[src/rtl/qrr_pkg.sv]
package qrr_pkg;
  typedef enum logic {MODE_FREE = 1'b0, MODE_FOLD = 1'b1} qrr_mode_e;

  function automatic int unsigned cnt_w(input int unsigned v);
    return (v < 2) ? 1 : $clog2(v + 1);
  endfunction
endpackage

[src/rtl/qrr_down_timer.sv]
module qrr_down_timer #(
  parameter int unsigned LOAD_VAL = 1,
  parameter int unsigned RST_VAL  = 0
) (
  input  logic clk_i,
  input  logic rst_ni,
  input  logic load_i,
  output logic zero_o
);
  localparam int unsigned MaxV = (LOAD_VAL > RST_VAL) ? LOAD_VAL : RST_VAL;
  localparam int unsigned W    = qrr_pkg::cnt_w(MaxV);

  logic [W-1:0] cnt_q;

  always_ff @(posedge clk_i or negedge rst_ni) begin
    if (!rst_ni)          cnt_q <= W'(RST_VAL);
    else if (load_i)      cnt_q <= W'(LOAD_VAL);
    else if (cnt_q != '0) cnt_q <= cnt_q - 1'b1;
  end

  assign zero_o = (cnt_q == '0);

  a_r3_load_nonzero: assert property (@(posedge clk_i) disable iff (!rst_ni)
    load_i |=> (LOAD_VAL == 0) || !zero_o);
endmodule

[src/rtl/qrr_start_arb.sv]
module qrr_start_arb (
  input  logic clk_i,
  input  logic rst_ni,
  input  logic en_i,
  input  logic demag_i,
  input  logic vco_pulse_i,
  input  logic fold_mode_i,
  input  logic gate_q_i,
  input  logic period_ok_i,
  input  logic to_zero_i,
  output logic fire_o,
  output logic dm_acc_o,
  output logic vco_lat_o
);
  import qrr_pkg::*;

  logic      demag_q, vco_lat_q, dm_rise, to_sync, req;
  qrr_mode_e mode;

  assign mode    = qrr_mode_e'(fold_mode_i);
  assign dm_rise = demag_i & ~demag_q;
  // edges during the on-time are dropped (not stored)
  assign dm_acc_o = dm_rise & ~gate_q_i;
  assign to_sync  = to_zero_i & vco_pulse_i;

  always_comb begin
    unique case (mode)
      MODE_FREE: req = dm_acc_o | to_sync;
      MODE_FOLD: req = (dm_acc_o & vco_lat_q) | to_sync;
      default:   req = 1'b0;
    endcase
  end

  assign fire_o = en_i & ~gate_q_i & period_ok_i & req;

  always_ff @(posedge clk_i or negedge rst_ni) begin
    if (!rst_ni) begin
      demag_q   <= 1'b0;
      vco_lat_q <= 1'b0;
    end else begin
      demag_q   <= demag_i;
      vco_lat_q <= en_i & ~fire_o & (vco_pulse_i | vco_lat_q);
    end
  end

  assign vco_lat_o = vco_lat_q;

  // a turn-on consumes the capture
  a_r8_lat_consumed: assert property (@(posedge clk_i) disable iff (!rst_ni)
    fire_o |=> !vco_lat_q);
  // disable empties the capture
  a_r6_lat_cleared: assert property (@(posedge clk_i) disable iff (!rst_ni)
    !en_i |=> !vco_lat_q);
endmodule

[src/rtl/qr_restart_ctrl.sv]
module qr_restart_ctrl #(
  parameter int unsigned BLANK_CYC      = 40,
  parameter int unsigned MIN_PERIOD_CYC = 1600,
  parameter int unsigned TIMEOUT_CYC    = 800
) (
  input  logic clk_i,
  input  logic rst_ni,
  input  logic en_i,
  input  logic demag_i,
  input  logic cs_trip_i,
  input  logic vco_pulse_i,
  input  logic fold_mode_i,
  output logic gate_o
);
  localparam int unsigned PeriodLoad = (MIN_PERIOD_CYC > 1) ? MIN_PERIOD_CYC - 1 : 0;

  logic gate_q, fire, dm_acc, vco_lat;
  logic blank_zero, period_zero, to_zero, to_load;

  assign to_load = ~en_i | gate_q | dm_acc;

  qrr_down_timer #(.LOAD_VAL(BLANK_CYC), .RST_VAL(0)) u_blank (
    .clk_i(clk_i), .rst_ni(rst_ni), .load_i(fire), .zero_o(blank_zero));

  qrr_down_timer #(.LOAD_VAL(PeriodLoad), .RST_VAL(0)) u_period (
    .clk_i(clk_i), .rst_ni(rst_ni), .load_i(fire), .zero_o(period_zero));

  qrr_down_timer #(.LOAD_VAL(TIMEOUT_CYC), .RST_VAL(TIMEOUT_CYC)) u_timeout (
    .clk_i(clk_i), .rst_ni(rst_ni), .load_i(to_load), .zero_o(to_zero));

  qrr_start_arb u_arb (
    .clk_i(clk_i), .rst_ni(rst_ni), .en_i(en_i), .demag_i(demag_i),
    .vco_pulse_i(vco_pulse_i), .fold_mode_i(fold_mode_i), .gate_q_i(gate_q),
    .period_ok_i(period_zero), .to_zero_i(to_zero), .fire_o(fire),
    .dm_acc_o(dm_acc), .vco_lat_o(vco_lat));

  always_ff @(posedge clk_i or negedge rst_ni) begin
    if (!rst_ni)     gate_q <= 1'b0;
    else if (!en_i)  gate_q <= 1'b0;
    else if (gate_q) gate_q <= ~(cs_trip_i & blank_zero);
    else             gate_q <= fire;
  end

  assign gate_o = gate_q & en_i;

  a_r6_gate_off: assert property (@(posedge clk_i) disable iff (!rst_ni)
    !en_i |=> !gate_o);
  a_r4_blank_hold: assert property (@(posedge clk_i) disable iff (!rst_ni)
    (gate_q && en_i && !blank_zero) |=> gate_q);
  a_r5_min_period: assert property (@(posedge clk_i) disable iff (!rst_ni)
    $rose(gate_q) |-> $past(period_zero));
  a_r2_fold_needs_vco: assert property (@(posedge clk_i) disable iff (!rst_ni)
    ($rose(gate_q) && $past(fold_mode_i)) |-> $past(vco_lat || (to_zero && vco_pulse_i)));
  a_r1_free_start: assert property (@(posedge clk_i) disable iff (!rst_ni)
    (en_i && !gate_q && period_zero && dm_acc && !fold_mode_i) |=> gate_q);
endmodule

[config.mk]
export PLATFORM = sky130hd
export DESIGN_NAME = qr_restart_ctrl
export DESIGN_NICKNAME = d
export VERILOG_FILES = /design/src/rtl/qrr_pkg.sv /design/src/rtl/qrr_down_timer.sv /design/src/rtl/qrr_start_arb.sv /design/src/rtl/qr_restart_ctrl.sv
export SDC_FILE = /design/constraint.sdc
export NUM_CORES = 1
export LEC_CHECK = 0
export BUFFER_PORTS_ARGS = -buffer_cell sky130_fd_sc_hd__buf_2
export CAP_MARGIN = 10
export CELL_PAD_IN_SITES_DETAIL_PLACEMENT = 2
export CELL_PAD_IN_SITES_GLOBAL_PLACEMENT = 2
export CORE_ASPECT_RATIO = 0.75
export CORE_MARGIN = 8
export CORE_UTILIZATION = 38
export CTS_BUF_LIST = sky130_fd_sc_hd__clkbuf_4 sky130_fd_sc_hd__clkbuf_8
export DETAILED_ROUTE_END_ITERATION = 7
export PLACE_DENSITY_LB_ADDON = 0.1
export RECOVER_POWER = 50
export SETUP_SLACK_MARGIN = 0.1
export SLEW_MARGIN = 20
export SYNTH_ARGS = -nofsm -noshare
export SYNTH_HDL_FRONTEND = slang
export SYNTH_SLANG_ARGS = --single-unit
[constraint.sdc]
create_clock -name clk_i -period 2.35 [get_ports clk_i]
set_input_delay 0.235 -clock clk_i [delete_from_list [all_inputs] [get_ports clk_i]]
set_output_delay 0.235 -clock clk_i [all_outputs]
set_load 0.05 [all_outputs]
# Yosys cells after proc, flatten, opt, wreduce, memory -nomap -nowiden
# Cells that the tools add are included.
[op_classes]
addsub = 3
mux = 9
bitwise_logic = 22
n_reduce_logical = 9
[op_table]
columns = ["cell", "n"]
rows = [
  ["$mux 11", 2],
  ["$mux 10", 2],
  ["$mux 6", 2],
  ["$and 1x1->1", 11],
  ["$logic_not 11->1", 1],
  ["$reduce_bool 11->1", 1],
  ["$sub 11x1->11 const B", 1],
  ["$logic_not 10->1", 1],
  ["$reduce_bool 10->1", 1],
  ["$sub 10x1->10 const B", 1],
  ["$logic_not 6->1", 1],
  ["$not 1->1", 6],
  ["$reduce_bool 2->1", 3],
  ["$reduce_bool 6->1", 1],
  ["$sub 6x1->6 const B", 1],
  ["$or 1x1->1", 5],
  ["$mux 1", 2],
  ["$pmux 1 s2", 1],
]
[word_totals]
register_bits = 30
inputBits = 7
output_inout_bits = 1
elab_cells = 49

# Longest topological paths before layout
# Gate-level depths: netlist of run 1.
[depth]
depth_word = 10
ltp_mapped = 7
depth_no_buf = 6

# Hierarchy
# From an unflattened synthesis of run 1, not the netlist that was laid out.
[unflattened]
cells_unflattened = 164
hier_area_um2 = 1664.1
[modules_own_cells]
columns = ["module", "n_inst", "cells_per_inst", "area_per_inst_um2", "seq_area_each_um2"]
rows = [
  ["qrr_down_timer at u_period", 1, 59, 605.6, 275.3],
  ["qrr_down_timer at u_timeout", 1, 58, 570.5, 254.0],
  ["qrr_down_timer at u_blank", 1, 32, 330.3, 150.1],
  ["qrr_start_arb", 1, 9, 106.4, 50.0],
  ["qr_restart_ctrl", 1, 6, 51.3, 25.0],
]

# Worst setup path after synthesis of run 1
# OpenSTA, ideal clock, no wires.
[synth_timing]
path_type = "reg2reg"
startpoint = "reg u_period.cnt_q[4]"
endpoint = "reg u_blank.cnt_q[0]"
setup_time_ns = 0.119
arrival_ns = 1.911
t_required_ns = 2.231
setup_slack_ns = 0.320
path_stages_with_launch = 6
path_buffers = 2
period_less_slack_ns = 2.030
cell_sequence = "dfrtp_1 > or4_4 > or4_4 > buf_6 > buf_6 > o21a_1"
[synth_via]
elab_chain_cells = 4
word_cells_on_any_way = 5
cone_classes = "mux (1); bitwise (2); reduce/logical (2)"
[synth_rtl]
columns = ["element", "line", "text"]
rows = [
  ["from (decl)", "qrr_down_timer.sv:13", "logic [W-1:0] cnt_q;"],
  ["from (signal assigned)", "qrr_down_timer.sv:16", "if (!rst_ni) cnt_q <= W'(RST_VAL);"],
  ["from (signal assigned)", "qrr_down_timer.sv:17", "else if (load_i) cnt_q <= W'(LOAD_VAL);"],
  ["from (signal assigned)", "qrr_down_timer.sv:18", "else if (cnt_q != '0) cnt_q <= cnt_q - 1'b1;"],
  ["$logic_not 11->1 *", "qrr_down_timer.sv:21", "assign zero_o = (cnt_q == '0);"],
  ["$and 1x1->1 * (2 in series)", "qrr_start_arb.sv:34", "assign fire_o = en_i & ~gate_q_i & period_ok_i & req;"],
  ["$mux 6 or $reduce_bool 2->1 (tied branches)", "n/a", ""],
  ["to (signal assigned)", "qrr_down_timer.sv:16", ""],
  ["to (signal assigned)", "qrr_down_timer.sv:17", ""],
  ["to (signal assigned)", "qrr_down_timer.sv:18", ""],
  ["to (decl)", "qrr_down_timer.sv:13", ""],
]
# Every way passes the cells marked *; elsewhere a longest branch is shown, timed or not.
# A chain may end at the register's enable or synchronous reset.

# Worst setup path after layout of run 1
[layout_timing]
startpoint = "reg u_period.cnt_q[4]"
endpoint = "reg u_blank.cnt_q[1]"
# Same word-level chain as after synthesis.

==> summary.md, run 1 <==
| Metric | Value |
|---|---|
| Post-layout minimum cycle time | `2.13 ns` |
| Share of cells above drive strength 1 | `0.151` |
| Post-synth top cells | `dfrtp_1 (27), nor2_1 (20), nand2_1 (10)` |
| Failing checks | `max-capacitance violations, max-slew violations` |
| Vias | `approximately 1,300` |
| CP required | `2.52 ns` |
| Die area | `approximately 0.0067 mm²` |
| Fin crit share | `0.907` |
| Slew Viols, Final | `31` |
| Setup ws final | `between 0.2 and 0.25 ns` |
| Worst Tran Pin Value | `~1.7 ns` |
| Count leader, synth | `dfrtp_1` |
| Syn avg cell area | `between 9 and 10 µm²` |
| Crit-path max FO | `15` |
| Final setup viols | `0` |
| PwrDens | `approximately 790 mW/mm²` |
| Core area | `approximately 0.004 mm²` |
| Vias per cell | `5.70` |
| Asr flop ratio synth | `1.00` |
| Routed WL per cell | `about 19 µm` |
| Die Ht | `~73 µm` |
| Relative slew slack | `-0.102` |
| Placed instance count | `approximately 230` |
| Initial Util | `0.400` |
| Global-route usage over all layers | `0.141` |
| Detailed Route WL | `4340 µm` |
| Clock Skew | `just over 0.004 ns` |
| Pre-antenna DRT Iters | `4` |
| Dpl ws | `approximately 0.13 ns` |
| Final hold vios | `0` |
| First-pass GRT wire length | `7520 µm` |
| Leakage | `about 0.75 nW` |
| Clk slew on worst S/H paths | `approximately 0.070 ns` |
| Initial DRC Count | `57` |
| Most used DFF post-synth | `dfrtp_1` |
| EDFF count, synth | `0` |
| Seq cells post-synth | `30` |
| Critical Path End Type | `flip-flop` |
| WS Path Type | `flip-flop to flip-flop` |
| Die X-Extent | `about 92 µm` |
| Filler cells | `roughly 460` |
| Post-synth cell types | `45` |
| Max Clock Freq | `~470 MHz` |
| Clock latency on the worst-skew pair | `between 0.2 and 0.3 ns` |
| CP Data Arrival Time | `roughly 2.3 ns` |
| Cell taking the most area after synthesis | `dfrtp_1` |
| Outcome | `finished, violations left` |
| H-tree Lvls | `2` |
| Mapped Nets | `between 150 and 200` |
| Sequential fraction of the synthesis area | `0.460` |
| Hold-fix buffers, CTS | `0` |
| Mapped Area | `between 0.0015 and 0.002 mm²` |
| Synth top area share | `0.412` |
| Vias in the first global route | `between 1,500 and 2,000` |
| Clock Tree Root | `clkbuf_8` |
| Final net count | `190` |
| Max VDD drop | `between 0.4 and 0.5 mV` |
| # DRC | `0` |
| Rows | `20` |
| Initial antenna violation count | `0` |
| Critical path launch point type | `flip-flop` |
| Unrepaired setup endpoints after global routing | `false` |
| Layout area overhead | `12.7%` |
| Area contributors post-synth | `dfrtp_1 (41%), dfstp_2 (4.8%), nor2_1 (4.6%)` |
| Post-CTS setup buffer count | `0` |
| Input/output buffers | `7` |
| CTS Buf Count | `5` |
| Cts repair resizes | `0` |
| R2R cell count | `3` |
| Top-Level Pins | `8` |
| Fin cells | `around 230` |
| ANT nets after route | `0` |
| YS warnings | `0` |
| Max Root-Sink Buffers | `2` |
| Hpwl dp | `around 3100 µm` |
| GPL Wtd Cong | `approximately 0.84` |
| Congestion Overflow GR | `0` |
| CTS tree | `yes` |
| Max cap viols | `1` |
| Antenna Cells | `0` |
| Worst hold path depth | `1` |
| Largest net degree at the start of global routing | `31` |
| Final TNS setup | `0 ns` |
| Clk sink count | `30` |
| Mapped Cells | `165` |
| Hold crit path type | `input pin to flip-flop` |
[where the power goes]
group / total (W) / switching (W) / internal [W]
clock: 0.000455 / 0.000193 / 0.000262
combinational: 0.000330 / 0.000180 / 0.000151
sequential: 0.000672 / 0.0000786 / 0.000594
[state kept, by name, indices dropped and copies added (netlist names)]
register and count:
gate_q 1, u_arb.demag_q 1, u_arb.vco_lat_o 1, u_blank.cnt_q 6, u_period.cnt_q 11, u_timeout.cnt_q 10
[final cells by class]
class,instances,area [µm²],area share
clock buffers,8,97.6,0.0528
inverters,7,26.3,0.0142
multi-input cells,124,846,0.457
flip-flops and latches,30,754,0.408
well taps,55,68.8,0.0372
repair buffers,10,56.3,0.0304
[cells in the final DEF (no fill, tap or decap), types with 3 or more instances in the layout]
cell and n:
and3_1 3, buf_4 3, a211oi_1 3, buf_2 6
or3_1 3, o21ai_0 3, nor3b_1 3, nor3_1 7
nor2_1 20, nand2b_1 6, nor2b_1 3, dfstp_2 3
ha_1 5, nor4_1 4, dfrtp_1 27, clkbuf_8 6
xnor2_1 7, nand2_1 10, mux2i_1 5, nand3_1 4
a21oi_1 5, inv_1 7, o31ai_1 3
[cell families after synthesis]
family                     after synthesis  synth area share
DFF                                     30             0.460
buffers and inverters                   11            0.0343
muxes                                    5            0.0305
xor gates and xnor gates                 8            0.0427
AOI/OAI and AO/OA                       32             0.149
and+or+nand+nor                         74             0.246
adders and majority gates                5            0.0381
[critical path: stages, from the launching register on]
cell	delay (ns)
dfrtp_1	0.45
or4_4	0.61
or4_4	0.66
o221a_2	0.31
[per-stage QoR]
step | power [W] | util | hold WS, ns | area, µm²
floorplan | 0.000886 | - | -0.0606 | 1640
global placement | 0.000959 | 0.423 | 0.324 | 1740
detailed placement | 0.00101 | 0.423 | 0.321 | 1740
CTS | 0.00147 | 0.447 | 0.0219 | 1840
global route | 0.00154 | 0.451 | 0.0671 | 1850
finish | 0.00146 | 0.451 | 0.0781 | 1850
[routing by layer]
metal,share of wire,global-route usage,vias up,wire length (µm)
met4,0.012,0.0498,0,53
met2,0.48,0.232,18,2070
met5,0,0,-,0
li1,-,-,634,-
met1,0.48,0.171,675,2100
met3,0.027,0.0411,6,119
[worst paths after layout]
check,slack (ns),startpoint,endpoint
min reg2reg,0.52,u_period.cnt_q[9],u_period.cnt_q[9]
min in group asynchronous,0.37,rst_ni,u_timeout.cnt_q[1]
max reg2reg,0.22,u_period.cnt_q[4],u_blank.cnt_q[1]
max,0.22,u_period.cnt_q[4],u_blank.cnt_q[1]
min,0.08,demag_i,u_arb.demag_q
max in group asynchronous,1.02,rst_ni,u_period.cnt_q[6]
Power figures use the tool's default switching activity.
==> run 2, diff against run 1 <==
==> constraint.sdc (replaced) <==
create_clock -name clk_i -period 2.3 [get_ports clk_i]
set_input_delay 0.23 -clock clk_i [delete_from_list [all_inputs] [get_ports clk_i]]
set_output_delay 0.23 -clock clk_i [all_outputs]
set_load 0.05 [all_outputs]
==> summary.md, run 2 (same netlist as run 1, synthesis figures left out) <==
| Metric | Value |
|---|---|
| First-pass GRT wire length | `7660 µm` |
| CP peak stage delay | `between 0.6 and 0.7 ns` |
| Initial antenna violation count | `0` |
| Worst Tran Pin Value | `0.689 ns` |
| Critical path launch point type | `flip-flop` |
| Clock Skew | `~0.0083 ns` |
| PwrDens | `slightly below 800 mW/mm²` |
| Max Root-Sink Buffers | `2` |
| WS Path Type | `flip-flop to flip-flop` |
| H-tree Lvls | `2` |
| Top reg by flops | `u_period.cnt_q` |
| Final setup viols | `0` |
| Most common cell after layout, fill and taps aside | `dfrtp_1` |
| Core area | `~0.0041 mm²` |
| Vias per cell | `roughly 5.7` |
| Vias | `approximately 1,300` |
| Vias in the first global route | `between 1,500 and 2,000` |
| Tot Pwr | `approximately 0.0015 W` |
| # DRC | `0` |
| Layout area overhead | `14.1%` |
| Share of cells above drive strength 1 | `0.165` |
| Fin crit share | `0.903` |
| Final hold slack | `between 0.06 and 0.07 ns` |
| Leakage | `between 0.7 and 0.8 nW` |
| Congestion Overflow GR | `0` |
| Max VDD drop | `~0.60 mV` |
| Initial Util | `0.400` |
| Filler cells | `between 400 and 500` |
| Die area | `around 0.0067 mm²` |
| Max reg flops | `11` |
| Max Clock Freq | `about 480 MHz` |
| Die X-Extent | `between 90 and 100 µm` |
| Initial DRC Count | `71` |
| Input/output buffers | `7` |
| Clock latency on the worst-skew pair | `between 0.2 and 0.3 ns` |
| Clock Tree Root | `clkbuf_8` |
| Routed WL per cell | `18.5 µm` |
| Hold crit path type | `input pin to flip-flop` |
| Rows | `20` |
| Crit path cell chain | `or4_4 -> nor4_4 -> buf_4 -> nor3b_1 -> a211oi_1` |
| Commonest cells after routing, fill and taps aside | `dfrtp_1 (27), nor2_1 (20), nand2_1 (10)` |
| Area occupied by registers | `754 µm²` |
| Relative slew slack | `0.540` |
| Post-CTS setup buffer count | `0` |
| Critical Path End Type | `flip-flop` |
| Final net count | `193` |
| Unrepaired setup endpoints after global routing | `false` |
| Die Ht | `72.9 µm` |
| Global-route usage over all layers | `0.144` |
| CTS Buf Count | `5` |
| Antenna Cells | `0` |
| Slew Viols, Final | `0` |
| Largest net degree at the start of global routing | `31` |
| Slowest stage cell, crit path | `or4_4` |
| CP required | `around 2.5 ns` |
| Final TNS setup | `0 ns` |
| GPL Wtd Cong | `a little under 0.8` |
| Clk sink count | `30` |
| Final hold vios | `0` |
| Outcome | `finished clean` |
| Hpwl dp | `roughly 3100 µm` |
| Max cap viols | `0` |
| CTS tree | `yes` |
| Area occupied by multi-input gates | `~850 µm²` |
| Crit-path max FO | `7` |
| Pre-antenna DRT Iters | `4` |
| CP Data Arrival Time | `approximately 2.3 ns` |
| Detailed Route WL | `4390 µm` |
| Post-layout minimum cycle time | `2.08 ns` |
| Largest registers | `u_period.cnt_q x11, u_timeout.cnt_q x10, u_blank.cnt_q x6` |
| Clk slew on worst S/H paths | `about 0.070 ns` |
| Top-Level Pins | `8` |
| ANT nets after route | `0` |
-- run 2: final cells by class --
type,instances,area share
inverter,7,0.0140
clock inverter,2,0.00668
clock buffer,6,0.0441
multi-input combinational,124,0.452
sequential,30,0.403
timing repair buffer,13,0.0441
tap,55,0.0367
-- run 2: final timing paths --
path	from	end	slack (ns)	cells past startpoint
setup / recovery	u_period.cnt_q[4]	u_period.cnt_q[4]	0.22	5
hold / removal	demag_i	u_arb.demag_q	0.07	1
setup reg to reg	u_period.cnt_q[4]	u_period.cnt_q[4]	0.22	5
hold reg to reg	u_period.cnt_q[9]	u_period.cnt_q[9]	0.51	1
max in group asynchronous	rst_ni	u_period.cnt_q[9]	1.33	2
min in group asynchronous	rst_ni	u_blank.cnt_q[2]	0.52	2
-- run 2: power breakdown --
| group | internal [W] | leakage (nW) | switching (W) |
|---|---|---|---|
| logic | 0.000156 | 0.375 | 0.000178 |
| registers | 0.000606 | 0.349 | 0.0000797 |
| clock network | 0.000240 | 0.0472 | 0.000210 |
| total | 0.00100 | 0.771 | 0.000468 |
-- run 2: critical path: cells and delay by family, from the launching register on --
family / cells / cell delay (ns)
AO/OA/AOI/OAI: 1 / 0.29
flip-flops: 1 / 0.45
AND/OR/NAND/NOR: 3 / 1.02
buffers and inverters: 1 / 0.20
-- run 2: per-layer routing --
metal | wire length (µm) | track usage | share of wire | up-vias
met3 | 114 | 0.0349 | 0.026 | 7
met1 | 2050 | 0.175 | 0.47 | 696
met4 | 51 | 0.0516 | 0.012 | 0
met2 | 2170 | 0.242 | 0.49 | 12
met5 | 0 | 0 | 0 | -
li1 | - | - | - | 633
-- run 2: metrics by stage --
| step | std cells | setup slack, ns | instance area (µm²) | util |
|---|---|---|---|---|
| 3_3_place_gp | 228 | 0.224 | 1750 | 0.427 |
| 6_report | 237 | 0.223 | 1870 | 0.456 |
| 2_1_floorplan | 165 | 0.270 | 1640 | - |
| 5_1_grt | 237 | 0.127 | 1870 | 0.456 |
| 3_5_place_dp | 228 | 0.147 | 1750 | 0.427 |
| 4_1_cts | 237 | 0.102 | 1860 | 0.453 |
-- run 2: what timing repair did --
action,in CTS,in global routing
hold buffers,1,0
setup endpoints to repair,0,8
endpoints found under the hold margin,15,0
gates resized for setup,0,2
==> run 3, diff against run 2 <==
==> constraint.sdc (replaced) <==
create_clock -name clk_i -period 2.55 [get_ports clk_i]
set_input_delay 0.255 -clock clk_i [delete_from_list [all_inputs] [get_ports clk_i]]
set_output_delay 0.255 -clock clk_i [all_outputs]
set_load 0.05 [all_outputs]
==> summary.md, run 3 (same netlist as run 1, synthesis figures left out) <==
| Metric | Value |
|---|---|
| Top-Level Pins | `8` |
| Final TNS setup | `0 ns` |
| Max Clock Freq | `467 MHz` |
| Clk sink count | `30` |
| Final hold vios | `0` |
| CTS tree | `yes` |
| Fin cells | `about 230` |
| WS Path Type | `flip-flop to flip-flop` |
| Largest registers | `u_period.cnt_q x11, u_timeout.cnt_q x10, u_blank.cnt_q x6` |
| Max reg flops | `11` |
| Largest net degree at the start of global routing | `31` |
| Slowest stage cell, crit path | `nor4b_1` |
| Critical Path End Type | `flip-flop` |
| Outcome | `finished, violations left` |
| Die area | `approximately 0.0067 mm²` |
| Slew Viols, Final | `31` |
| Initial DRC Count | `43` |
| Commonest cells after routing, fill and taps aside | `dfrtp_1 (27), nor2_1 (20), nand2_1 (10)` |
| Clk slew on worst S/H paths | `0.07 ns` |
| Share of cells above drive strength 1 | `0.130` |
| Critical path launch point type | `flip-flop` |
| Hold crit path type | `input pin to flip-flop` |
| Crit-path max FO | `16` |
| Most common cell after layout, fill and taps aside | `dfrtp_1` |
| Post-layout minimum cycle time | `about 2.1 ns` |
| Vias per cell | `5.54` |
| CP peak stage delay | `0.43 ns` |
| GPL Wtd Cong | `0.835` |
| Die X-Extent | `around 90 µm` |
| Routed WL per cell | `around 18 µm` |
| Placed instance count | `224` |
| Die Ht | `72.9 µm` |
| ANT nets after route | `0` |
| H-tree Lvls | `2` |
| Input/output buffers | `7` |
| Clock latency on the worst-skew pair | `0.28 ns` |
| Congestion Overflow GR | `0` |
| Rows | `20` |
| Crit path cell chain | `inv_1 -> ha_1 -> nor4b_1 -> and3_1 -> a31oi_1 -> buf_4 -> o221a_2` |
| Initial antenna violation count | `0` |
| Tot Pwr | `0.00131 W` |
| Cts repair resizes | `0` |
| Max Root-Sink Buffers | `2` |
| Worst Tran Pin Value | `1.62 ns` |
| Post-CTS setup buffer count | `0` |
| Clock Skew | `roughly 0.0036 ns` |
| CTS Buf Count | `5` |
| Antenna Cells | `0` |
| Leakage | `~0.73 nW` |
| Finished Core Util | `0.442` |
| Final net count | `between 150 and 200` |
| # DRC | `0` |
| Initial Util | `0.400` |
| Hpwl dp | `between 2000 and 3000 µm` |
| Max VDD drop | `between 0.3 and 0.4 mV` |
| Vias in the first global route | `between 1,000 and 1,500` |
| Global-route usage over all layers | `0.135` |
| Detailed Route WL | `a little over 4000 µm` |
| Vias | `about 1,300` |
| Top reg by flops | `u_period.cnt_q` |
| Fin crit share | `0.841` |
| PwrDens | `721 mW/mm²` |
| Pre-antenna DRT Iters | `4` |
| Relative slew slack | `-0.0767` |
| First-pass GRT wire length | `7050 µm` |
| CP Data Arrival Time | `2.32 ns` |
| Unrepaired setup endpoints after global routing | `false` |
| CP required | `2.72 ns` |
| Clock Tree Root | `clkbuf_8` |
| Core area | `0.00410 mm²` |
| Hold-fix buffers, CTS | `0` |
| Final setup viols | `0` |
| Final hold slack | `between 0.1 and 0.15 ns` |
| Failing checks | `max-capacitance violations, max-slew violations` |
| Max cap viols | `1` |
| Layout area overhead | `10.6%` |
[run 3: worst paths after layout]
path | cells after the start | start | slack [ns] | end
worst max-delay path | 7 | u_timeout.cnt_q[0] | 0.41 | u_blank.cnt_q[1]
worst min-delay path | 1 | demag_i | 0.11 | u_arb.demag_q
worst max register to register | 7 | u_timeout.cnt_q[0] | 0.41 | u_blank.cnt_q[1]
worst min register to register | 1 | u_period.cnt_q[9] | 0.50 | u_period.cnt_q[9]
max in group asynchronous | 1 | rst_ni | 1.24 | u_timeout.cnt_q[4]
min in group asynchronous | 1 | rst_ni | 0.37 | u_timeout.cnt_q[3]
[run 3: per-stage QoR]
step	worst slack, ns	area (µm²)
after floorplan	0.520	1640
after global placement	0.478	1720
after detailed placement	0.422	1720
after CTS	0.405	1820
after global routing	0.220	1820
final	0.407	1820
[run 3: layer usage]
| layer | part of all wire | up-vias | track usage |
|---|---|---|---|
| met5 | 0 | - | 0 |
| li1 | - | 618 | - |
| met4 | 0.020 | 0 | 0.0694 |
| met2 | 0.45 | 14 | 0.203 |
| met3 | 0.028 | 9 | 0.0380 |
| met1 | 0.50 | 645 | 0.173 |
[run 3: layout make-up]
type / count / area [µm²]
timing repair buffer: 8 / 40.0
inverter: 7 / 26.3
sequential: 30 / 754
clock inverter: 1 / 5.00
fill: 458 / 2290
multi-input combinational: 124 / 831
clock buffer: 7 / 90.1
tap: 55 / 68.8
[run 3: power by group]
group | total [W] | internal (W) | switching [W] | leakage, nW
Sequential | 0.000616 | 0.000547 | 0.0000688 | 0.349
Combinational | 0.000283 | 0.000132 | 0.000152 | 0.327
Clock | 0.000410 | 0.000228 | 0.000182 | 0.0517
Total | 0.00131 | 0.000907 | 0.000402 | 0.729
[run 3: worst max-delay path, delay by kind of cell (launching register included)]
kind,cells,cell delay (ns)
AO/OA/AOI/OAI,2,0.41
adder cells (fa/ha/maj),1,0.20
buffers and inverters,2,0.31
flip-flops,1,0.39
AND/OR/NAND/NOR,2,0.73
